`src/rtl/hb_gate_pkg.sv`:
```
package hb_gate_pkg;
   typedef enum logic [1:0] {
      CMD_OFF = 2'd0,
      CMD_LS  = 2'd1,
      CMD_HS  = 2'd2
   } hb_cmd_e;

   localparam int SIDE_HS = 0;
   localparam int SIDE_LS = 1;
   localparam int N_SIDES = 2;
endpackage

```
`src/rtl/hb_mid_holdoff.sv`:
```
// Decodes the three PWM flags into a gate command, applies enable gating
// and the mid-window shutdown timer.
module hb_mid_holdoff
   import hb_gate_pkg::*;
#(
   parameter int HOLD_CYC = 16
) (
   input  logic    clk,
   input  logic    rst_n,
   input  logic    pwm_hi,
   input  logic    pwm_lo,
   input  logic    pwm_mid,
   input  logic    stage_en,
   output hb_cmd_e cmd
);
   localparam int HW = $clog2(HOLD_CYC + 1);
   localparam logic [HW-1:0] HOLD_MAX = HW'(HOLD_CYC);

   logic          in_mid;
   logic [HW-1:0] mid_cnt;
   logic          last_lvl;
   logic          mid_expired;

   // ambiguous flag pairs are treated as the mid window
   assign in_mid = pwm_mid | (pwm_hi == pwm_lo);

   always_ff @(posedge clk or negedge rst_n) begin
      if (!rst_n) begin
         mid_cnt  <= '0;
         last_lvl <= 1'b0;
      end else begin
         if (!in_mid) begin
            mid_cnt  <= '0;
            last_lvl <= pwm_hi;
         end else if (mid_cnt != HOLD_MAX) begin
            mid_cnt <= mid_cnt + HW'(1);
         end
      end
   end

   assign mid_expired = in_mid && (mid_cnt == HOLD_MAX);

   always_comb begin
      if (!stage_en || mid_expired) begin
         cmd = CMD_OFF;
      end else if (in_mid) begin
         cmd = last_lvl ? CMD_HS : CMD_LS;
      end else begin
         cmd = pwm_hi ? CMD_HS : CMD_LS;
      end
   end
endmodule

```
`src/rtl/hb_dead_timer.sv`:
```
// Counts consecutive edges on which a turn-on is permitted; fires on the
// edge that completes the dead-on delay.
module hb_dead_timer #(
   parameter int DEAD_CYC = 4
) (
   input  logic clk,
   input  logic rst_n,
   input  logic arm,
   output logic fire
);
   localparam int CW = $clog2(DEAD_CYC + 1);
   localparam logic [CW-1:0] DEAD_MAX = CW'(DEAD_CYC);

   logic [CW-1:0] cnt;

   always_ff @(posedge clk or negedge rst_n) begin
      if (!rst_n) begin
         cnt <= '0;
      end else if (!arm) begin
         cnt <= '0;
      end else if (cnt != DEAD_MAX) begin
         cnt <= cnt + CW'(1);
      end
   end

   assign fire = arm && (cnt == DEAD_MAX);
endmodule

```
`src/rtl/hb_zcd_cut.sv`:
```
// Diode-emulation cutoff: blocks the low side after reverse current until
// the next high command.
module hb_zcd_cut
   import hb_gate_pkg::*;
#(
   parameter bit ZCD_PRESENT = 1'b1
) (
   input  logic    clk,
   input  logic    rst_n,
   input  logic    zc_en_n,
   input  logic    il_neg,
   input  hb_cmd_e cmd,
   output logic    ls_cut
);
   generate
      if (ZCD_PRESENT) begin : g_zcd
         logic active;
         logic blocked;

         assign active = ~zc_en_n;

         always_ff @(posedge clk or negedge rst_n) begin
            if (!rst_n) begin
               blocked <= 1'b0;
            end else if (!active || cmd == CMD_HS) begin
               blocked <= 1'b0;
            end else if (cmd == CMD_LS && il_neg) begin
               blocked <= 1'b1;
            end
         end

         assign ls_cut = active && (blocked || il_neg);
      end else begin : g_sync_only
         assign ls_cut = 1'b0;
      end
   endgenerate
endmodule

```
`src/rtl/hb_gate_seq.sv`:
```
module hb_gate_seq
   import hb_gate_pkg::*;
#(
   parameter int HOLD_CYC    = 16,
   parameter int DEAD_CYC    = 4,
   parameter bit ZCD_PRESENT = 1'b1
) (
   input  logic clk,
   input  logic rst_n,
   input  logic pwm_hi,
   input  logic pwm_lo,
   input  logic pwm_mid,
   input  logic dis_n,
   input  logic supply_ok,
   input  logic zc_en_n,
   input  logic ls_off_sense,
   input  logic hs_off_sense,
   input  logic il_neg,
   output logic gate_hs,
   output logic gate_ls
);
   initial begin
      if (HOLD_CYC < 1) $fatal(1, "hb_gate_seq: HOLD_CYC must be at least 1");
      if (DEAD_CYC < 1) $fatal(1, "hb_gate_seq: DEAD_CYC must be at least 1");
   end

   hb_cmd_e            cmd;
   logic               stage_en;
   logic               ls_cut;
   logic [N_SIDES-1:0] arm;
   logic [N_SIDES-1:0] fire;
   logic               gh_q, gl_q;

   assign stage_en = supply_ok & dis_n;

   hb_mid_holdoff #(.HOLD_CYC(HOLD_CYC)) u_mid (
      .clk      (clk),
      .rst_n    (rst_n),
      .pwm_hi   (pwm_hi),
      .pwm_lo   (pwm_lo),
      .pwm_mid  (pwm_mid),
      .stage_en (stage_en),
      .cmd      (cmd)
   );

   hb_zcd_cut #(.ZCD_PRESENT(ZCD_PRESENT)) u_zcd (
      .clk     (clk),
      .rst_n   (rst_n),
      .zc_en_n (zc_en_n),
      .il_neg  (il_neg),
      .cmd     (cmd),
      .ls_cut  (ls_cut)
   );

   // turn-on permission: own side commanded, opposite gate off and discharged
   assign arm[SIDE_HS] = (cmd == CMD_HS) && !gh_q && !gl_q && ls_off_sense;
   assign arm[SIDE_LS] = (cmd == CMD_LS) && !gl_q && !gh_q && hs_off_sense && !ls_cut;

   generate
      for (genvar s = 0; s < N_SIDES; s++) begin : g_side
         hb_dead_timer #(.DEAD_CYC(DEAD_CYC)) u_dead (
            .clk   (clk),
            .rst_n (rst_n),
            .arm   (arm[s]),
            .fire  (fire[s])
         );
      end
   endgenerate

   always_ff @(posedge clk or negedge rst_n) begin
      if (!rst_n) begin
         gh_q <= 1'b0;
         gl_q <= 1'b0;
      end else begin
         gh_q <= (cmd == CMD_HS) && (gh_q || fire[SIDE_HS]);
         gl_q <= (cmd == CMD_LS) && !ls_cut && (gl_q || fire[SIDE_LS]);
      end
   end

   assign gate_hs = gh_q;
   assign gate_ls = gl_q;
endmodule

```
`config.mk`:
```
export PLATFORM = sky130hd
export DESIGN_NAME = hb_gate_seq
export DESIGN_NICKNAME = d
export VERILOG_FILES = /design/src/rtl/hb_gate_pkg.sv /design/src/rtl/hb_mid_holdoff.sv /design/src/rtl/hb_dead_timer.sv /design/src/rtl/hb_zcd_cut.sv /design/src/rtl/hb_gate_seq.sv
export SDC_FILE = /design/constraint.sdc
export NUM_CORES = 1
export LEC_CHECK = 0
export BUFFER_PORTS_ARGS = -buffer_cell sky130_fd_sc_hd__buf_2
export CORE_MARGIN = 3
export CORE_UTILIZATION = 53
export CTS_CLUSTER_SIZE = 24
export DETAILED_ROUTE_END_ITERATION = 16
export PLACE_DENSITY = 0.84
export SETUP_SLACK_MARGIN = 0.4
export SYNTH_ARGS = -nofsm -noshare
export SYNTH_HDL_FRONTEND = slang
export SYNTH_SLANG_ARGS = --single-unit
```
`constraint.sdc`:
```
create_clock -name clk -period 1.9 [get_ports clk]
set_clock_uncertainty 0.2 [all_clocks]
set_input_delay 0.19 -clock clk [delete_from_list [all_inputs] [get_ports clk]]
set_output_delay 0.19 -clock clk [all_outputs]
set_load 0.1 [all_outputs]
```
==> summary.txt, run 1 <==
Timing
  • Finish-stage setup viols: 0
  • Worst Setup Slack, final: about 250 ps
  • Worst slew margin: 76.2%
  • Final hold vios: 0
  • RSZ-0062 raised after global routing: true
  • Worst-margin pin slew: around 360 ps
  • Crit share post-route: between 80 and 90%
  • Slew Viols, Final: 0
  • Setup tns final: 0 ps
  • Tmin final: 1650 ps
  • Fmax: ~0.6 GHz

Power and ir drop
  • Internal Power: 564 uW
  • Reg power frac: between 40% and 50%
  • Sw Ratio: 30.4%
  • Leak: roughly 0.00045 uW
  • Power share of the clock group: 22.5%
  • Overall power: 810 uW
  • Switching pwr: between 200 and 250 uW
  • Max VDD drop: 467 uV
  • Comb pwr share: between 20% and 30%
  • Power per cell area: approximately 800 nW/um^2

Logic synthesis
  • Flop and latch count out of synthesis: 15
  • Sequential share of the synthesized area: around 47%
  • Most common cell in the netlist: dfrtp_1
  • Cells after synthesis: 80
  • Post-Syn Area: just over 800 sq um
  • Warning count from the yosys run: 0
  • List of most frequent post-synthesis cells: 15 x dfrtp_1, 12 x nor2_1, 7 x nand2_1
  • Synth Net Count: between 90 and 100
  • Synth Area per Inst: 10.1 sq um
  • Top cell type's share of synthesized area: 46.6%
  • Prevailing post-synth register cell: dfrtp_1
  • Synth top area cells: dfrtp_1 47%, ha_1 9.3%, nor2_1 5.6%, xnor2_1 5.4%, nand2_1 3.3%
  • Largest area contributor in the netlist: dfrtp_1
  • Post-synth EDFFs: 0
  • Asr flop ratio synth: between 90% and 100%
  • Synth unique cells: 24

Layout
  • Final net count: 121
  • Filler instances: around 110
  • Layout area overhead: 25.5%
  • Share of layout cells above drive strength 1: a little under a third
  • Antenna Cells: 0
  • Multi-input gate area in the final layout: 443 sq um
  • Storage cell area: 378 sq um

Clocking
  • Clock-pin slew on the worst setup and hold paths: roughly 90 ps
  • Clk_lat worst skew: 280 ps
  • Root buffer cell: clkbuf_4
  • Maximum root-to-sink buffer count: 2
  • CTS tree: done
  • Clock sinks: 15
  • Num CTS Buffers: 3
  • CTS H-tree depth: 1

Drt
  • Iteration-0 DRC Markers: 16
  • Drt total wl: 1610 um
  • Post-DR vias/cell: 5.49
  • DR DRC count: 0
  • DR vias: ~650
  • WL/cell: 13.6 um
  • Post-route ant nets: 0
  • Initial DRT Pass Iterations: 5

Worst setup path
  • Worst Path Required: 1900 ps
  • CP arrival: roughly 1700 ps
  • Origin of the critical flop-to-flop path: u_mid.mid_cnt[0]$_DFFE_PN0N_
  • Crit path capture: g_side[1].u_dead.cnt[2]$_DFFE_PN0P_
  • CP startpoint: u_mid.mid_cnt[0]$_DFFE_PN0N_
  • CP max stage delay: 370 ps
  • Crit end category: flip-flop
  • Crit-path cells: inv_2 -> ha_4 -> and4bb_4 -> o22ai_4 -> nand4b_1 -> nor3_1
  • R2r setup slk: 250 ps
  • FF-to-FF path depth: 6
  • Critical path fanouts, max: 6
  • Worst Path Class, Setup: reg2reg
  • R2R Path End: g_side[1].u_dead.cnt[2]$_DFFE_PN0P_
  • CP startpoint kind: flip-flop
  • Crit-path slowest cell: dfrtp_1

Place
  • Port Buffers: 12
  • Final HPWL DP: 1060 um
  • Dpl ws: 218 ps
  • Gpl congestion: 0.731

Hold path
  • Worst min-delay path class: in2reg

GRT
  • Largest net degree at the start of global routing: 16
  • Total Routing Usage GR: 15.8%
  • Initial antenna violation count: 0
  • Global-route wire length before repair: 2290 um
  • Number of global-route vias before repair: 559
  • Gr ovfl total: 0

Floorplanning
  • Starting density of the core: 59.0%
  • Die width: ~45 um
  • Core ar.: 1370 sq um
  • Site row count: 13
  • Die Y: roughly 45 um
  • I/O pins: 13
  • Die area: 2020 sq um

Run status
  • Status: finished clean

Job
  • Max cap viols: 0
cell type report:
type                       instances  share of cell area, %
clock buffer                       4                   2.60
inverter                           6                   2.23
multi-input combinational         59                   43.8
sequential                        15                   37.4
tap                               15                   1.86
timing repair buffer              19                   12.1
worst max-delay path: cells and delay by family (launching register included):
family                   cells  cell delay [ps]
adder cells (fa/ha/maj)      1              150
AND/OR/NAND/NOR              3              580
AO/OA/AOI/OAI                1              220
buffers and inverters        1               60
flip-flops                   1              370
kinds of logic (layout without fill, tap and decap cells):
| kind of cell | count (synthesis) | in the layout | share of synthesized area, % |
|---|---|---|---|
| and+or+nand+nor | 35 | 35 | 22.4 |
| DFF | 15 | 15 | 46.6 |
| AOI/OAI and AO/OA | 10 | 10 | 10.1 |
| xor gates and xnor gates | 7 | 7 | 7.61 |
| adders and majority gates | 6 | 6 | 9.32 |
| buffers and inverters | 6 | 29 | 2.79 |
| muxes | 1 | 1 | 1.24 |
cells in the final DEF, fill, tap and decap left out, drive strengths merged:
| master | Yosys | layout |
|---|---|---|
| buf | 0 | 17 |
| dfrtp | 15 | 15 |
| nor2 | 12 | 12 |
| nand2 | 7 | 7 |
| ha | 6 | 6 |
| inv | 6 | 6 |
| xnor2 | 5 | 5 |
| nand3 | 4 | 4 |
| clkbuf | 0 | 4 |
| nor3b | 3 | 3 |
| nor3 | 3 | 3 |
| a21oi | 3 | 3 |
| o21bai | 2 | 2 |
| xor2 | 2 | 2 |
| dlygate4sd3 | 0 | 2 |
| nand2b | 1 | 1 |
| a22o | 1 | 1 |
| and4bb | 1 | 1 |
| nand3b | 1 | 1 |
| o22ai | 1 | 1 |
| o211a | 1 | 1 |
| o21ai | 1 | 1 |
| mux2i | 1 | 1 |
| and2 | 1 | 1 |
| nand4b | 1 | 1 |
| a211oi | 1 | 1 |
| nand4 | 1 | 1 |
power by group through the flow:
stage | registers (uW) | logic, uW | clock network [uW]
floorplan | 397 | 119 | 0
global placement | 403 | 153 | 0
detailed placement | 407 | 163 | 0
CTS | 393 | 198 | 185
global route | 400 | 266 | 199
finish | 395 | 233 | 182
through the flow:
stage | std cells | utilization, % | cell area (sq um) | hold WS, ps
5_1_grt | 118 | 74.0 | 1010 | 39.5
4_1_cts | 116 | 70.9 | 968 | 18.0
2_1_floorplan | 80 | - | 811 | -306
3_5_place_dp | 107 | 65.1 | 890 | -92.5
3_3_place_gp | 107 | 65.1 | 890 | -90.9
6_report | 118 | 74.0 | 1010 | 18.3
per-layer routing:
layer	global-route usage (%)	vias up	wire length [um]
li1	-	315	-
met1	21.5	313	737
met2	23.2	18	764
met3	4.78	2	95
met4	7.02	0	10
met5	0	-	0
registers in the layout, indices dropped and copies added (netlist names):
name                 count
u_mid.mid_cnt            5
u_zcd.g_zcd.blocked      1
gate_ls                  1
gate_hs                  1
u_mid.last_lvl           1
g_side.u_dead.cnt        6
worst min-delay path by stage:
stage / end / slack [ps] / cells after the start / startpoint
3_5_place_dp: u_mid.mid_cnt[4]$_DFFE_PN0N_ / -90 / 1 / rst_n
3_3_place_gp: u_mid.mid_cnt[4]$_DFFE_PN0N_ / -90 / 1 / rst_n
4_1_cts: g_side[0].u_dead.cnt[0]$_DFFE_PN0P_ / 20 / 3 / ls_off_sense
6_report: g_side[0].u_dead.cnt[2]$_DFFE_PN0P_ / 20 / 3 / ls_off_sense
5_1_grt: g_side[0].u_dead.cnt[2]$_DFFE_PN0P_ / 40 / 3 / ls_off_sense
2_1_floorplan: g_side[0].u_dead.cnt[0]$_DFFE_PN0P_ / -310 / 0 / rst_n
what timing repair did:
action                                 4_1_cts  5_1_grt
setup buffers                                3        2
pin swaps                                    6        3
hold buffers                                 2        0
endpoints found under the hold margin       16        0
setup endpoints to repair                   11       11
gates resized for setup                      3        6
No activity file was read; power rests on OpenSTA's default activity.
==> run 2: changes to the inputs <==
--- a/config.mk
+++ b/config.mk
@@ -10,7 +10,7 @@
 export CORE_UTILIZATION = 53
 export CTS_CLUSTER_SIZE = 24
 export DETAILED_ROUTE_END_ITERATION = 16
-export PLACE_DENSITY = 0.84
+export PLACE_DENSITY_LB_ADDON = 0.08
 export SETUP_SLACK_MARGIN = 0.4
 export SYNTH_ARGS = -nofsm -noshare
 export SYNTH_HDL_FRONTEND = slang
==> run 2 against run 1 <==
Sequential power about the same. Setup slack got worse by 35 ps. Non-clock buffer count increased by 3. Design area increased by 5.3%. Critical path depth increased by 1. Cell count increased by 2.5%. Largest power group unchanged. Power increased by 5.7%. Register-to-register slack got worse by 30 ps.
==> summary.txt, run 2 (synthesized netlist as in run 1, its figures left out) <==
Run status
  • Status: finished clean

Drt
  • WL/cell: 15.7 um
  • DR vias: approximately 660
  • Post-route ant nets: 0
  • Drt total wl: 1900 um
  • DR DRC count: 0
  • Post-DR vias/cell: roughly 5.5
  • Iteration-0 DRC Markers: 7
  • Initial DRT Pass Iterations: 6

Clocking
  • Num CTS Buffers: 3
  • Clock sinks: 15
  • CTS tree: done
  • Clk_lat worst skew: 290 ps
  • Maximum root-to-sink buffer count: 2
  • Root buffer cell: clkbuf_4
  • Clock-pin slew on the worst setup and hold paths: 90 ps
  • CTS H-tree depth: 1

Layout
  • Util after Layout: between 70% and 80%
  • Filler instances: 92
  • Antenna Cells: 0
  • Share of layout cells above drive strength 1: 36.8%
  • Biggest register: g_side.u_dead.cnt
  • Final net count: 124
  • Commonest non-fill, non-tap cells in the layout: 13 x dfrtp_1, 12 x nor2_1, 10 x buf_2, 9 x buf_4, 6 x nand2_1
  • Largest regs: g_side.u_dead.cnt x6, u_mid.mid_cnt x5
  • Commonest non-fill, non-tap cell in the layout: dfrtp_1
  • Layout area overhead: 32.1%
  • Max reg flops: 6

Worst setup path
  • CP startpoint: u_mid.mid_cnt[0]$_DFFE_PN0N_
  • R2R Path End: gate_ls$_DFF_PN0_
  • R2r setup slk: 220 ps
  • Worst Path Required: approximately 1900 ps
  • Worst Path Class, Setup: reg2reg
  • CP arrival: 1690 ps
  • Critical path fanouts, max: 5
  • Crit path capture: gate_ls$_DFF_PN0_
  • Origin of the critical flop-to-flop path: u_mid.mid_cnt[0]$_DFFE_PN0N_
  • Crit end category: flip-flop
  • CP startpoint kind: flip-flop
  • FF-to-FF path depth: 7

Job
  • Max cap viols: 0

Timing
  • Worst slew margin: 76.1%
  • Final hold slack: 40.8 ps
  • Finish-stage setup viols: 0
  • Tmin final: 1680 ps
  • Setup tns final: 0 ps
  • Slew Viols, Final: 0
  • Final hold vios: 0
  • RSZ-0062 raised after global routing: true
  • Crit share post-route: between 80 and 90%
  • Worst Setup Slack, final: 219 ps
  • Fmax: 0.595 GHz
  • Worst-margin pin slew: 358 ps

Hold path
  • Worst min-delay path class: in2reg
  • Hold Crit Start: ls_off_sense

GRT
  • Initial antenna violation count: 0
  • Global-route wire length before repair: 2780 um
  • Total Routing Usage GR: 19.4%
  • Gr ovfl total: 0
  • Largest net degree at the start of global routing: 16
  • Number of global-route vias before repair: 657

Floorplanning
  • Die area: 2020 sq um
  • Core ar.: 1370 sq um
  • Die width: roughly 45 um
  • Starting density of the core: 59.0%
  • I/O pins: 13
  • Die Y: 45.0 um
  • Site row count: 13

Power and ir drop
  • Power per cell area: slightly above 800 nW/um^2
  • Overall power: 857 uW
  • Max VDD drop: 758 uV
  • Leak: 0.000482 uW

Place
  • Port Buffers: 12
  • Dpl ws: 231 ps
  • Gpl congestion: 0.808
  • Final HPWL DP: 1070 um
[run 2: changes by cell type in the layout (fill, tap and decap cells not counted), sizes merged]
| cell | previous run | this run |
|---|---|---|
| buf | 17 | 20 |
[run 2: routing by layer]
layer | up-vias | GRT usage, % | share of wire (%)
met4 | 0 | 10.5 | 2.5
met1 | 317 | 24.5 | 42
li1 | 323 | - | -
met5 | - | 0 | 0
met2 | 17 | 29.1 | 50
met3 | 5 | 6.37 | 4.8
[run 2: how the worst min path moves through the flow]
stage                                                endpoint  cells after the start
after floorplan           g_side[0].u_dead.cnt[0]$_DFFE_PN0P_                      0
after global placement             u_mid.last_lvl$_DFFE_PN0N_                      1
after detailed placement  g_side[1].u_dead.cnt[2]$_DFFE_PN0P_                      1
after CTS                     u_zcd.g_zcd.blocked$_DFFE_PN0P_                      3
after global routing      g_side[0].u_dead.cnt[0]$_DFFE_PN0P_                      3
final                     g_side[0].u_dead.cnt[1]$_DFFE_PN0P_                      3
[run 2: power by group]
group	leakage [uW]	internal, uW	switching, uW
clock	0.0000150	81.8	105
combinational	0.000270	143	130
sequential	0.000197	361	36.2
total	0.000482	585	272
[run 2: through the flow]
stage | area (sq um) | cells
after floorplan | 811 | 80
after global placement | 890 | 107
after detailed placement | 890 | 107
after CTS | 985 | 117
after global routing | 1060 | 121
final | 1060 | 121
[run 2: critical path, stage by stage, from the launching register on]
cell,delay [ps]
dfrtp_1,370
inv_2,70
ha_4,150
and4bb_4,210
o22ai_4,210
buf_4,150
o21ai_2,50
nor3b_2,190
[run 2: cell type report]
class | count | area [sq um] | share of cell area [%]
multi-input cells | 59 | 470 | 44.2
flip-flops and latches | 15 | 378 | 35.5
repair buffers | 22 | 149 | 14.0
clock buffers | 4 | 26.3 | 2.47
inverters | 6 | 22.5 | 2.12
well taps | 15 | 18.8 | 1.76
[run 2: timing repair]
action / CTS / global route
hold buffers: 2 / 0
hold endpoints to repair: 16 / 0
resized for setup: 5 / 11
endpoints found under the setup margin: 11 / 11
buffers inserted: 4 / 4
pin swaps: 7 / 5
==> run 3: changes to the inputs <==
--- a/config.mk
+++ b/config.mk
@@ -11,6 +11,7 @@
 export CTS_CLUSTER_SIZE = 24
 export DETAILED_ROUTE_END_ITERATION = 16
 export PLACE_DENSITY_LB_ADDON = 0.08
+export REMOVE_ABC_BUFFERS = 1
 export SETUP_SLACK_MARGIN = 0.4
 export SYNTH_ARGS = -nofsm -noshare
 export SYNTH_HDL_FRONTEND = slang
==> run 3 against run 2 <==
Sequential power about the same. Combinational power decreased by 8.8%. Maximum frequency increased by 0.30%. Clock-buffer cell count decreased by 1. Critical path type unchanged. Global-route usage decreased by 1.1 points. Routed wire length decreased by 17%. Design area decreased by 2.1%.
==> summary.txt, run 3 (synthesized netlist as in run 1, its figures left out) <==
Layout
  • Post-route design area: between 1000 and 1500 sq um
  • Antenna Cells: 0
  • Biggest register: g_side.u_dead.cnt
  • Commonest non-fill, non-tap cell in the layout: dfrtp_1
  • Max reg flops: 6
  • Commonest non-fill, non-tap cells in the layout: 15 x dfrtp_1, 12 x nor2_1, 10 x buf_2, 9 x buf_4, 6 x nand2_1
  • Share of layout cells above drive strength 1: between 30 and 40%
  • Largest regs: g_side.u_dead.cnt x6, u_mid.mid_cnt x5
  • Non-Filler Instances: roughly 120
  • Layout area overhead: 29.3%
  • Util after Layout: 76.3%
  • Final net count: between 100 and 150

Worst setup path
  • Crit-path slowest cell: dfrtp_1
  • Crit end category: flip-flop
  • CP max stage delay: approximately 400 ps
  • Worst Path Class, Setup: reg2reg
  • Origin of the critical flop-to-flop path: u_mid.mid_cnt[0]$_DFFE_PN0N_
  • CP arrival: 1670 ps
  • R2r setup slk: 220 ps
  • Worst Path Required: 1890 ps
  • Critical path fanouts, max: 6
  • CP startpoint kind: flip-flop
  • R2R Path End: u_zcd.g_zcd.blocked$_DFFE_PN0P_
  • Crit-path cells: inv_2 -> ha_4 -> and4bb_4 -> o22ai_4 -> buf_4 -> a21oi_2 -> a211oi_1
  • FF-to-FF path depth: 7

GRT
  • Initial antenna violation count: 0
  • Global-route wire length before repair: 2640 um
  • Gr ovfl total: 0
  • Largest net degree at the start of global routing: 16
  • Number of global-route vias before repair: between 600 and 700
  • Total Routing Usage GR: 18.2%

Floorplanning
  • I/O pins: 13
  • Die Y: 45.0 um
  • Starting density of the core: 59.0%
  • Die width: 45.0 um
  • Core ar.: ~1400 sq um
  • Die area: 2020 sq um
  • Site row count: 13

Timing
  • Worst Setup Slack, final: 224 ps
  • Setup tns final: 0 ps
  • Worst-margin pin slew: 348 ps
  • Finish-stage setup viols: 0
  • Slew Viols, Final: 0
  • Crit share post-route: between 80% and 90%
  • RSZ-0062 raised after global routing: true
  • Worst slew margin: 76.6%
  • Final hold vios: 0
  • Fmax: 0.597 GHz
  • Tmin final: 1680 ps

Drt
  • DR vias: 646
  • Post-route ant nets: 0
  • Met1 Wirelength: a little over 700 um
  • Initial DRT Pass Iterations: 4
  • Post-DR vias/cell: about 5.3
  • Iteration-0 DRC Markers: 8
  • Drt total wl: 1580 um
  • Met2 routed WL: 758 um
  • DR DRC count: 0
  • WL/cell: roughly 13 um
  • Top routing layer used: met4
  • Met3 routed WL: 81 um

Power and ir drop
  • Leak: 0.000482 uW
  • Max VDD drop: slightly below 800 uV
  • Power per cell area: 797 nW/um^2

Clocking
  • Maximum root-to-sink buffer count: 2
  • Root buffer cell: clkbuf_4
  • CTS tree: done
  • Clock sinks: 15
  • CTS H-tree depth: 1
  • Clk_lat worst skew: 290 ps
  • Clock-pin slew on the worst setup and hold paths: 80 ps
  • Num CTS Buffers: 3

Place
  • Placed insts: 107
  • Port Buffers: 12
  • Gpl congestion: 0.845
  • Dpl ws: 160 ps
  • Final HPWL DP: between 1000 and 1500 um
  • Dpl cell area: 885 sq um

Hold path
  • Hold Crit Start: il_neg
  • Hold Crit Depth: 3
  • Worst min-delay path class: in2reg
  • WHS Endpoint: u_zcd.g_zcd.blocked$_DFFE_PN0P_

Run status
  • Status: finished clean

Job
  • Max cap viols: 0
[run 3: area by class of cell]
type / count / area [sq um]
Multi-Input combinational cell: 59 / 449
Sequential cell: 15 / 375
Fill cell: 94 / 324
Timing Repair Buffer: 22 / 149
Clock buffer: 3 / 22.5
Inverter: 6 / 22.5
Tap cell: 15 / 18.8
Clock inverter: 1 / 5.00
[run 3: per-stage QoR]
stage          power, uW  hold slack, ps
2_1_floorplan        513            -306
5_1_grt              881            9.10
6_report             830            5.15
3_3_place_gp         556           -89.8
3_5_place_dp         561           -87.0
4_1_cts              805            1.80
[run 3: worst max-delay path: cells and delay by family (launching register included)]
kind,cells,cell delay [ps]
compound gates,3,430
fa+ha+maj,1,150
buf+inv,2,220
flops,1,400
simple gates,1,200
[run 3: what timing repair did]
item                                    in CTS  in global routing
hold buffers                                 2                  0
gates cloned                                 0                  0
endpoints found under the setup margin      12                 11
buffers inserted                             4                  4
pin swaps                                    9                  4
gates resized for setup                      6                  8
endpoints found under the hold margin       16                  0
[run 3: worst max path at each step]
stage / start / end
after floorplan: gate_hs$_DFF_PN0_ / g_side[1].u_dead.cnt[2]$_DFFE_PN0P_
after detailed placement: u_mid.mid_cnt[0]$_DFFE_PN0N_ / g_side[1].u_dead.cnt[2]$_DFFE_PN0P_
final: u_mid.mid_cnt[0]$_DFFE_PN0N_ / u_zcd.g_zcd.blocked$_DFFE_PN0P_
after CTS: u_mid.mid_cnt[0]$_DFFE_PN0N_ / g_side[1].u_dead.cnt[0]$_DFFE_PN0P_
after global placement: u_mid.mid_cnt[0]$_DFFE_PN0N_ / g_side[1].u_dead.cnt[2]$_DFFE_PN0P_
after global routing: u_mid.mid_cnt[0]$_DFFE_PN0N_ / u_zcd.g_zcd.blocked$_DFFE_PN0P_
[run 3: where the power goes]
group	switching [uW]	internal (uW)
logic	111	138
registers	36.9	361
clock network	106	78.4
total	253	577
[run 3: per-layer routing]
metal / vias up / track usage [%]
met3: 3 / 2.39
met1: 300 / 25.3
li1: 323 / -
met2: 20 / 26.3
met5: - / 0
met4: 0 / 12.3
